### config.mk
export PLATFORM = sky130hd
export DESIGN_NAME = simd_alu
export DESIGN_NICKNAME = d
export VERILOG_FILES = /design/src/rtl/simd_pkg.sv /design/src/rtl/simd_lane_map.sv /design/src/rtl/simd_seg_adder.sv /design/src/rtl/simd_clamp_sel.sv /design/src/rtl/simd_alu.sv
export SDC_FILE = /design/constraint.sdc
export NUM_CORES = 1
export LEC_CHECK = 0
export BUFFER_PORTS_ARGS = -buffer_cell sky130_fd_sc_hd__buf_4
export CORE_ASPECT_RATIO = 1.75
export CORE_MARGIN = 2
export CORE_UTILIZATION = 50
export DETAILED_ROUTE_END_ITERATION = 6
export PLACE_DENSITY = 0.74
export SLEW_MARGIN = 20
export SYNTH_ARGS = -nofsm -noshare
export SYNTH_HDL_FRONTEND = slang
export SYNTH_HIERARCHICAL = 1
export SYNTH_SLANG_ARGS = --single-unit
### constraint.sdc
create_clock -name clk -period 14.3 [get_ports clk]
set_input_delay 0 -clock clk [delete_from_list [all_inputs] [get_ports clk]]
set_output_delay 0 -clock clk [all_outputs]
set_load 0.05 [all_outputs]
### src/rtl/simd_pkg.sv
package simd_pkg;

    localparam int DATA_W   = 64;
    localparam int SLICE_W  = 8;
    localparam int N_SLICE  = DATA_W / SLICE_W;
    localparam int IDX_W    = $clog2(N_SLICE);

    typedef enum logic [3:0] {
        OP_ADD    = 4'd0,
        OP_SUB    = 4'd1,
        OP_ADDU_S = 4'd2,
        OP_ADDS_S = 4'd3,
        OP_SUBU_S = 4'd4,
        OP_SUBS_S = 4'd5,
        OP_AND    = 4'd6,
        OP_OR     = 4'd7,
        OP_XOR    = 4'd8
    } opcode_e;

    typedef enum logic [1:0] {
        LM_BYTE  = 2'd0,
        LM_WORD  = 2'd1,
        LM_DWORD = 2'd2,
        LM_RSVD  = 2'd3
    } lane_mode_e;

    typedef enum logic [1:0] {
        CL_NONE = 2'd0,
        CL_UNS  = 2'd1,
        CL_SGN  = 2'd2
    } clamp_e;

    typedef enum logic [1:0] {
        RS_ARITH = 2'd0,
        RS_LOGIC = 2'd1,
        RS_ZERO  = 2'd2
    } res_src_e;

    typedef struct packed {
        logic     is_sub;
        clamp_e   clamp;
        res_src_e src;
        logic [1:0] logic_fn;
    } op_ctl_t;

    typedef struct packed {
        logic             bottom;
        logic             top;
        logic [IDX_W-1:0] top_idx;
    } slice_pos_t;

    function automatic op_ctl_t decode_op(input logic [3:0] code);
        op_ctl_t c;
        c.is_sub   = 1'b0;
        c.clamp    = CL_NONE;
        c.src      = RS_ARITH;
        c.logic_fn = 2'd0;
        case (code)
            OP_ADD:    ;
            OP_SUB:    c.is_sub = 1'b1;
            OP_ADDU_S: c.clamp = CL_UNS;
            OP_ADDS_S: c.clamp = CL_SGN;
            OP_SUBU_S: begin c.is_sub = 1'b1; c.clamp = CL_UNS; end
            OP_SUBS_S: begin c.is_sub = 1'b1; c.clamp = CL_SGN; end
            OP_AND:    begin c.src = RS_LOGIC; c.logic_fn = 2'd0; end
            OP_OR:     begin c.src = RS_LOGIC; c.logic_fn = 2'd1; end
            OP_XOR:    begin c.src = RS_LOGIC; c.logic_fn = 2'd2; end
            default:   c.src = RS_ZERO;
        endcase
        return c;
    endfunction

    function automatic int slices_per_lane(input logic [1:0] mode);
        case (mode)
            LM_WORD:  return 2;
            LM_DWORD: return 4;
            default:  return 1;
        endcase
    endfunction

endpackage

### src/rtl/simd_lane_map.sv
module simd_lane_map
    import simd_pkg::*;
(
    input  logic [1:0]  lane_mode,
    output slice_pos_t  pos [N_SLICE]
);
    logic [IDX_W-1:0] span_m1;

    always_comb begin
        span_m1 = IDX_W'(slices_per_lane(lane_mode) - 1);
    end

    for (genvar k = 0; k < N_SLICE; k++) begin : g_pos
        localparam logic [IDX_W-1:0] KI = IDX_W'(k);
        always_comb begin
            pos[k].bottom  = ((KI & span_m1) == '0);
            pos[k].top     = ((KI & span_m1) == span_m1);
            pos[k].top_idx = KI | span_m1;
        end
    end
endmodule

### src/rtl/simd_seg_adder.sv
module simd_seg_adder
    import simd_pkg::*;
(
    input  logic [DATA_W-1:0] a,
    input  logic [DATA_W-1:0] b,
    input  logic              is_sub,
    input  slice_pos_t        pos [N_SLICE],
    output logic [DATA_W-1:0] b_eff,
    output logic [DATA_W-1:0] sum,
    output logic [N_SLICE-1:0] cout
);
    logic [N_SLICE-1:0] cin;

    assign b_eff = is_sub ? ~b : b;

    for (genvar k = 0; k < N_SLICE; k++) begin : g_slice
        logic [SLICE_W:0] s_ext;
        if (k == 0) begin : g_first
            assign cin[k] = is_sub;
        end else begin : g_chain
            assign cin[k] = pos[k].bottom ? is_sub : cout[k-1];
        end
        always_comb begin
            s_ext = {1'b0, a[k*SLICE_W +: SLICE_W]}
                  + {1'b0, b_eff[k*SLICE_W +: SLICE_W]}
                  + {{SLICE_W{1'b0}}, cin[k]};
        end
        assign sum[k*SLICE_W +: SLICE_W] = s_ext[SLICE_W-1:0];
        assign cout[k] = s_ext[SLICE_W];
    end
endmodule

### src/rtl/simd_clamp_sel.sv
module simd_clamp_sel
    import simd_pkg::*;
(
    input  op_ctl_t           ctl,
    input  slice_pos_t        pos [N_SLICE],
    input  logic [DATA_W-1:0] a,
    input  logic [DATA_W-1:0] b,
    input  logic [DATA_W-1:0] b_eff,
    input  logic [DATA_W-1:0] sum,
    input  logic [N_SLICE-1:0] cout,
    output logic [DATA_W-1:0] y
);
    logic [DATA_W-1:0] logic_y;

    always_comb begin
        case (ctl.logic_fn)
            2'd1:    logic_y = a | b;
            2'd2:    logic_y = a ^ b;
            default: logic_y = a & b;
        endcase
    end

    for (genvar k = 0; k < N_SLICE; k++) begin : g_sel
        logic             lane_c;
        logic             a_top, b_top, s_top;
        logic             sgn_ovf, uns_ovf, neg;
        logic [SLICE_W-1:0] arith, sat_val;
        logic [IDX_W-1:0] t;

        always_comb begin
            t      = pos[k].top_idx;
            lane_c = cout[t];
            a_top  = a[{t, 3'd7}];
            b_top  = b_eff[{t, 3'd7}];
            s_top  = sum[{t, 3'd7}];
            sgn_ovf = (a_top == b_top) && (s_top != a_top);
            uns_ovf = ctl.is_sub ? ~lane_c : lane_c;
            neg     = a_top;
            arith   = sum[k*SLICE_W +: SLICE_W];
            sat_val = '0;
            case (ctl.clamp)
                CL_UNS: begin
                    sat_val = ctl.is_sub ? {SLICE_W{1'b0}} : {SLICE_W{1'b1}};
                    if (uns_ovf) arith = sat_val;
                end
                CL_SGN: begin
                    sat_val = pos[k].top ? {neg, {(SLICE_W-1){~neg}}}
                                         : {SLICE_W{~neg}};
                    if (sgn_ovf) arith = sat_val;
                end
                default: ;
            endcase
            case (ctl.src)
                RS_LOGIC: y[k*SLICE_W +: SLICE_W] = logic_y[k*SLICE_W +: SLICE_W];
                RS_ZERO:  y[k*SLICE_W +: SLICE_W] = '0;
                default:  y[k*SLICE_W +: SLICE_W] = arith;
            endcase
        end
    end
endmodule

### src/rtl/simd_alu.sv
module simd_alu
    import simd_pkg::*;
(
    input  logic              clk,
    input  logic              rst,
    input  logic              in_valid,
    input  logic [DATA_W-1:0] op_a,
    input  logic [DATA_W-1:0] op_b,
    input  logic [3:0]        op_code,
    input  logic [1:0]        lane_mode,
    output logic              res_valid,
    output logic [DATA_W-1:0] res_data
);
    op_ctl_t            ctl;
    slice_pos_t         pos [N_SLICE];
    logic [DATA_W-1:0]  b_eff, sum, y;
    logic [N_SLICE-1:0] cout;

    assign ctl = decode_op(op_code);

    simd_lane_map u_map (
        .lane_mode (lane_mode),
        .pos       (pos)
    );

    simd_seg_adder u_add (
        .a      (op_a),
        .b      (op_b),
        .is_sub (ctl.is_sub),
        .pos    (pos),
        .b_eff  (b_eff),
        .sum    (sum),
        .cout   (cout)
    );

    simd_clamp_sel u_sel (
        .ctl   (ctl),
        .pos   (pos),
        .a     (op_a),
        .b     (op_b),
        .b_eff (b_eff),
        .sum   (sum),
        .cout  (cout),
        .y     (y)
    );

    always_ff @(posedge clk) begin
        if (rst) begin
            res_valid <= 1'b0;
            res_data  <= '0;
        end else begin
            res_valid <= in_valid;
            if (in_valid) res_data <= y;
        end
    end
endmodule

---- Word-level counts from Yosys, hierarchy flattened ----
Index checks and enable logic that the tools add are counted.
cells by class
  $add $sub $neg .......................... 17
  order comparisons ....................... 14
  equal/unequal tests ..................... 32
  muxes and demuxes ....................... 118
  bitwise operators ....................... 20
  reductions and logical operators ........ 24
operators with widths
  cell                                                                  number
  8-bit case mux with 2 select lines                                    16
  8-bit 2-to-1 mux                                                      24
  64-bit case mux with 2 select lines                                   1
  8-bit by 8-bit adder with 9-bit output                                8
  9-bit by 1-bit adder with 9-bit output                                8
  64-bit bitwise AND                                                    1
  64-bit 2-to-1 mux                                                     1
  64-bit inverter                                                       1
  64-bit OR                                                             1
  64-bit bitwise XOR                                                    1
  1-bit 2-to-1 mux                                                      56
  6-bit by 7-bit < comparator with 1-bit output, second input constant  7
  3-bit by 4-bit < comparator with 1-bit output, second input constant  7
  1-bit binary-select mux with 2-bit select                             12
  3-bit logical NOT                                                     7
  4-bit by 3-bit == test with 1-bit output, second input constant       4
  1-bit inverter                                                        16
  1-bit binary-select mux with 3-bit select                             4
  2-bit case mux with 2 select lines                                    3
  1-bit == test                                                         8
  2-bit by 1-bit == test with 1-bit output, second input constant       4
  2-bit == test, second input constant                                  4
  4-bit by 2-bit == test with 1-bit output, second input constant       2
  1-bit logical AND                                                     8
  10 further kinds                                                      21
word-level totals
  register bits after elaboration ......... 65
  bits of input ports ..................... 137
  output and inout port bits .............. 65
  word-level logic and storage cells ...... 227

---- Depth between registers and ports, before layout ----
  depth after elaboration ................. 27
  depth in mapped cells ................... 69
  mapped depth without buffers ............ 67

---- By module ----
Netlist, hierarchy kept.
by module, submodules not included
  module          times used  cells each  area each (µm²)  sequential area each (µm²)
  simd_clamp_sel  1           1,199       8,754.6          0.0
  simd_seg_adder  1           413         3,286.9          0.0
  simd_alu        1           221         2,363.5          1,301.2
  simd_lane_map   1           44          321.6            0.0

---- Worst setup path before layout ----
Ideal clock, no wire load.
  kind .................................... in2reg
  start point ............................. input port op_code[1]
  end point ............................... register res_data[7]
  setup time .............................. 0.128 ns
  arrival ................................. 13.853 ns
  data required time ...................... 14.172 ns
  slack ................................... 0.320 ns
  stages .................................. 67
  buffers on the path ..................... 3
  cells stage by stage .................... nor3_1 > buf_6 > buf_2 > xor2_1 > inv_1 > fa_1 > nor2b_1 > o31a_1 > o31a_1 > o21ai_1 > a22o_1 > fa_1 > fa_1 > nor2b_1 > o31a_1 > o311ai_1 > nand2_1 > mux2i_1 > [31 not listed] > o31a_1 > o311ai_2 > nand2_2 > mux2_2 > fa_1 > a21o_1 > nand4_1 > a31oi_1 > xor2_1 > clkbuf_1 > mux2i_1 > mux4_2 > a21o_1 > o221a_1 > a2111oi_1 > o21ai_1 > mux2i_1 > nor2_1
on the way
  cells in the longest elaborated chain, start to end .. 27
  elaborated cells between the ends (all ways) .. 65
  classes of those cells .................. add/sub (16); eq/ne (16); mux (25); bitwise (1); reduce/logical (7)
RTL lines
  element                                                                                               RTL line              RTL
  start: declaration                                                                                    simd_alu.sv:9         input logic [3:0] op_code,
  4-bit by 3-bit == test with 1-bit output or 4-bit by 1-bit == test with 1-bit output (tied branches)  simd_pkg.sv:58        case (code)
  3-bit OR reduction (no line) *                                                                        n/a
  1-bit 2-to-1 mux *                                                                                    simd_pkg.sv:58
  64-bit 2-to-1 mux *                                                                                   simd_seg_adder.sv:14  assign b_eff = is_sub ? ~b : b;
  net b_eff[1]                                                                                          simd_alu.sv:16        logic [DATA_W-1:0] b_eff, sum, y;
  8-bit by 8-bit adder with 9-bit output *                                                              simd_seg_adder.sv:25  + {1'b0, b_eff[k*SLICE_W +: SLICE_W]}
  9-bit by 1-bit adder with 9-bit output *                                                              simd_seg_adder.sv:26  + {{SLICE_W{1'b0}}, cin[k]};
  1-bit 2-to-1 mux *                                                                                    simd_seg_adder.sv:21  assign cin[k] = pos[k].bottom ? is_sub : cout[k-1];
  [1 not listed]                                                                                        n/a
  net cout[1]                                                                                           simd_alu.sv:17        logic [N_SLICE-1:0] cout;
  [2 not listed]                                                                                        n/a
  net cout[2]                                                                                           simd_alu.sv:17
  [2 not listed]                                                                                        n/a
  net cout[3]                                                                                           simd_alu.sv:17
  [2 not listed]                                                                                        n/a
  net cout[4]                                                                                           simd_alu.sv:17
  [4 not listed]                                                                                        n/a
  net cout[6]                                                                                           simd_alu.sv:17
  [2 not listed]                                                                                        n/a
  net sum[63]                                                                                           simd_alu.sv:16
  1-bit binary-select mux with 3-bit select *                                                           simd_clamp_sel.sv:35  s_top = sum[{t, 3'd7}];
  1-bit 2-to-1 mux (implied by the code) *                                                              simd_clamp_sel.sv:35
  1-bit inequality test *                                                                               simd_clamp_sel.sv:36  sgn_ovf = (a_top == b_top) && (s_top != a_top);
  1-bit logical AND *                                                                                   simd_clamp_sel.sv:36
  8-bit 2-to-1 mux *                                                                                    simd_clamp_sel.sv:49  if (sgn_ovf) arith = sat_val;
  8-bit case mux with 2 select lines *                                                                  simd_clamp_sel.sv:41  case (ctl.clamp)
  8-bit case mux with 2 select lines *                                                                  simd_clamp_sel.sv:53  case (ctl.src)
  net y[7]                                                                                              simd_alu.sv:16
  end signal: assignment                                                                                simd_alu.sv:53        if (in_valid) res_data <= y;
  end: declaration                                                                                      simd_alu.sv:12        output logic [DATA_W-1:0] res_data
The timed path passes the listed nets; every way through them passes the cells marked *. The select of a mux whose other input is x is not followed.
A chain may end at the register's enable or synchronous reset.

==> results_dict.tcl <==
set metrics [dict create \
    max_stage_delay_ps 470 \
    dp.cells 2401 \
    end_kind "flip-flop" \
    htreeDepth 3 \
    place_area_um2 16600 \
    cts-buffers-inserted 9 \
    area_growth_pct 19.0 \
    clock-sinks 65 \
    max_freq_ghz 0.0716 \
    critical_path_class "in -> reg" \
    ant_nets 0 \
    timing.slew.headroom 0.183 \
    rows 83 \
    clk_path_buf_depth 2 \
    grt_pass1_wl_mm 76.1 \
    crit_top_cell "fa_2" \
    drtIter0Drc 1210 \
    drt_wl_total_mm 50.3 \
    status "complete, no violations" \
    grtUsageMet3 0.0411 \
    final_cell_count_no_fill 2441 \
    tns_ps 0 \
    start_kind "primary input" \
    slew_violations 0 \
    via_count 15000 \
    gr-usage-met2 0.576 \
    fin_area_um2 17500 \
    start_util 0.504 \
    io_pins 202 \
    clockRootBuffer "clkbuf_16" \
    dp_slack_ps -692 \
    fp.dieW_um 134 \
    syn_area_per_cell_um2 7.85 \
    peakVddDrop_uv 76.7 \
    period_share 0.977 \
    whs_ps 153 \
    path_max_fanout 8 \
    path_delay_family "compound AO/OA/AOI/OAI gates" \
    cts_tree "yes" \
    arrival_ps 14210 \
    num-fill-cells 2601 \
    use_met1 0.332 \
    die-area_um2 30900 \
    place.gp.congestion 0.983 \
    register_area_um2 1300 \
    antenna_found_initial 1 \
    coreArea_um2 29200 \
    grt_remaining_overflow 0 \
    postSynthCellCount 1875 \
    grt_pass1_vias 14800 \
    yosys_warnings 6 \
    dr.pass1.iters 5 \
    avgViaCountPerCell 6.15 \
    drc_errors 0 \
    critPathBufInv 5 \
    period_needed_ps 13960 \
    synth_area_um2 14700 \
    dp_hpwl_mm 35.5 \
    fin_ws_ps 336 \
    clk_latency_ps 380 \
    multi_input_area_um2 12000 \
    max_cap_viol_count 0 \
    drive_above_1_share 0.245 \
    hp-class "in -> reg" \
    globalRoute.busiestLayer "met2" \
    wl_per_cell_um 20.6 \
    clk_pin_slew_ps 60 \
    required_ps 14540 \
    crit_slowest_cell "mux4_2" \
    setup_viol 0 \
    grt_util_all_layers 0.313 \
    p_per_area_nw_per_um2 84.7 \
    rsz0062_at_grt "yes" \
    p_leak_uw 0.00825 \
    nets 2397 \
    port_buffers 201 \
    finClkSkew_ps 0 \
    hold_viol 0 \
    grt_max_degree 79 \
    tightest_slew_ps 1220 \
    fp.dieH_um 231 \
]
## worst reg2reg max path, stage by stage (launching register included)
cell,delay (ps)
dfxtp_1,350
mux2i_1,170
nor2_1,60
## power breakdown
group / leakage (µW) / switching [µW] / internal (µW) / total (µW)
clock: 0.000159 / 109 / 158 / 267
sequential: 0.000533 / 13.4 / 201 / 215
combinational: 0.00756 / 570 / 430 / 1000
total: 0.00825 / 693 / 789 / 1480
## cell usage in the layout, fill, tap and decap left out, types with 27 or more instances in the layout
cell,count
mux4_2,57
nand2_1,134
maj3_1,42
o21ai_0,169
dfxtp_1,65
nor2_1,116
ha_1,188
a21o_1,27
a22oi_1,60
inv_1,254
mux2i_1,83
a21oi_1,88
buf_4,300
o21a_1,32
xor2_1,71
## per-layer routing
layer  share of wire  vias to the layer above
met5               0                        -
met1            0.35                     7178
met2            0.52                      755
li1                -                     6906
met4           0.052                        0
met3           0.071                      183
## through the flow
stage | util | total power [µW]
detailed placement | 0.570 | 1150
floorplan | - | 866
finish | 0.600 | 1480
global placement | 0.570 | 1130
CTS | 0.584 | 1420
global route | 0.600 | 1560
## worst paths after layout
path              slack [ps]    startpoint  depth (start not counted)      endpoint
setup / recovery         340    op_code[0]                         71  res_data[31]
hold / removal           150      in_valid                          3  res_data[54]
setup reg to reg       13580  res_data[39]                          2  res_data[39]
hold reg to reg          500  res_data[43]                          2  res_data[43]
## state kept, by name (all words and copies together) (netlist names)
| name | flops |
|---|---|
| res_data | 64 |
| res_valid | 1 |
## repair_timing
action	4_1_cts	5_1_grt
pin swaps	5	50
gates resized for setup	6	83
endpoints found under the setup margin	64	64
setup buffers	3	20
hold buffers	0	0
## cell type report
cell class                 instances  share of cell area
antenna                            1            0.000143
multi-input combinational       1412               0.688
sequential                        65              0.0744
clock inverter                     6             0.00515
inverter                         256              0.0549
tap                              382              0.0273
timing repair buffer             309               0.137
clock buffer                      10              0.0137
(Power assumes the default switching activity.)
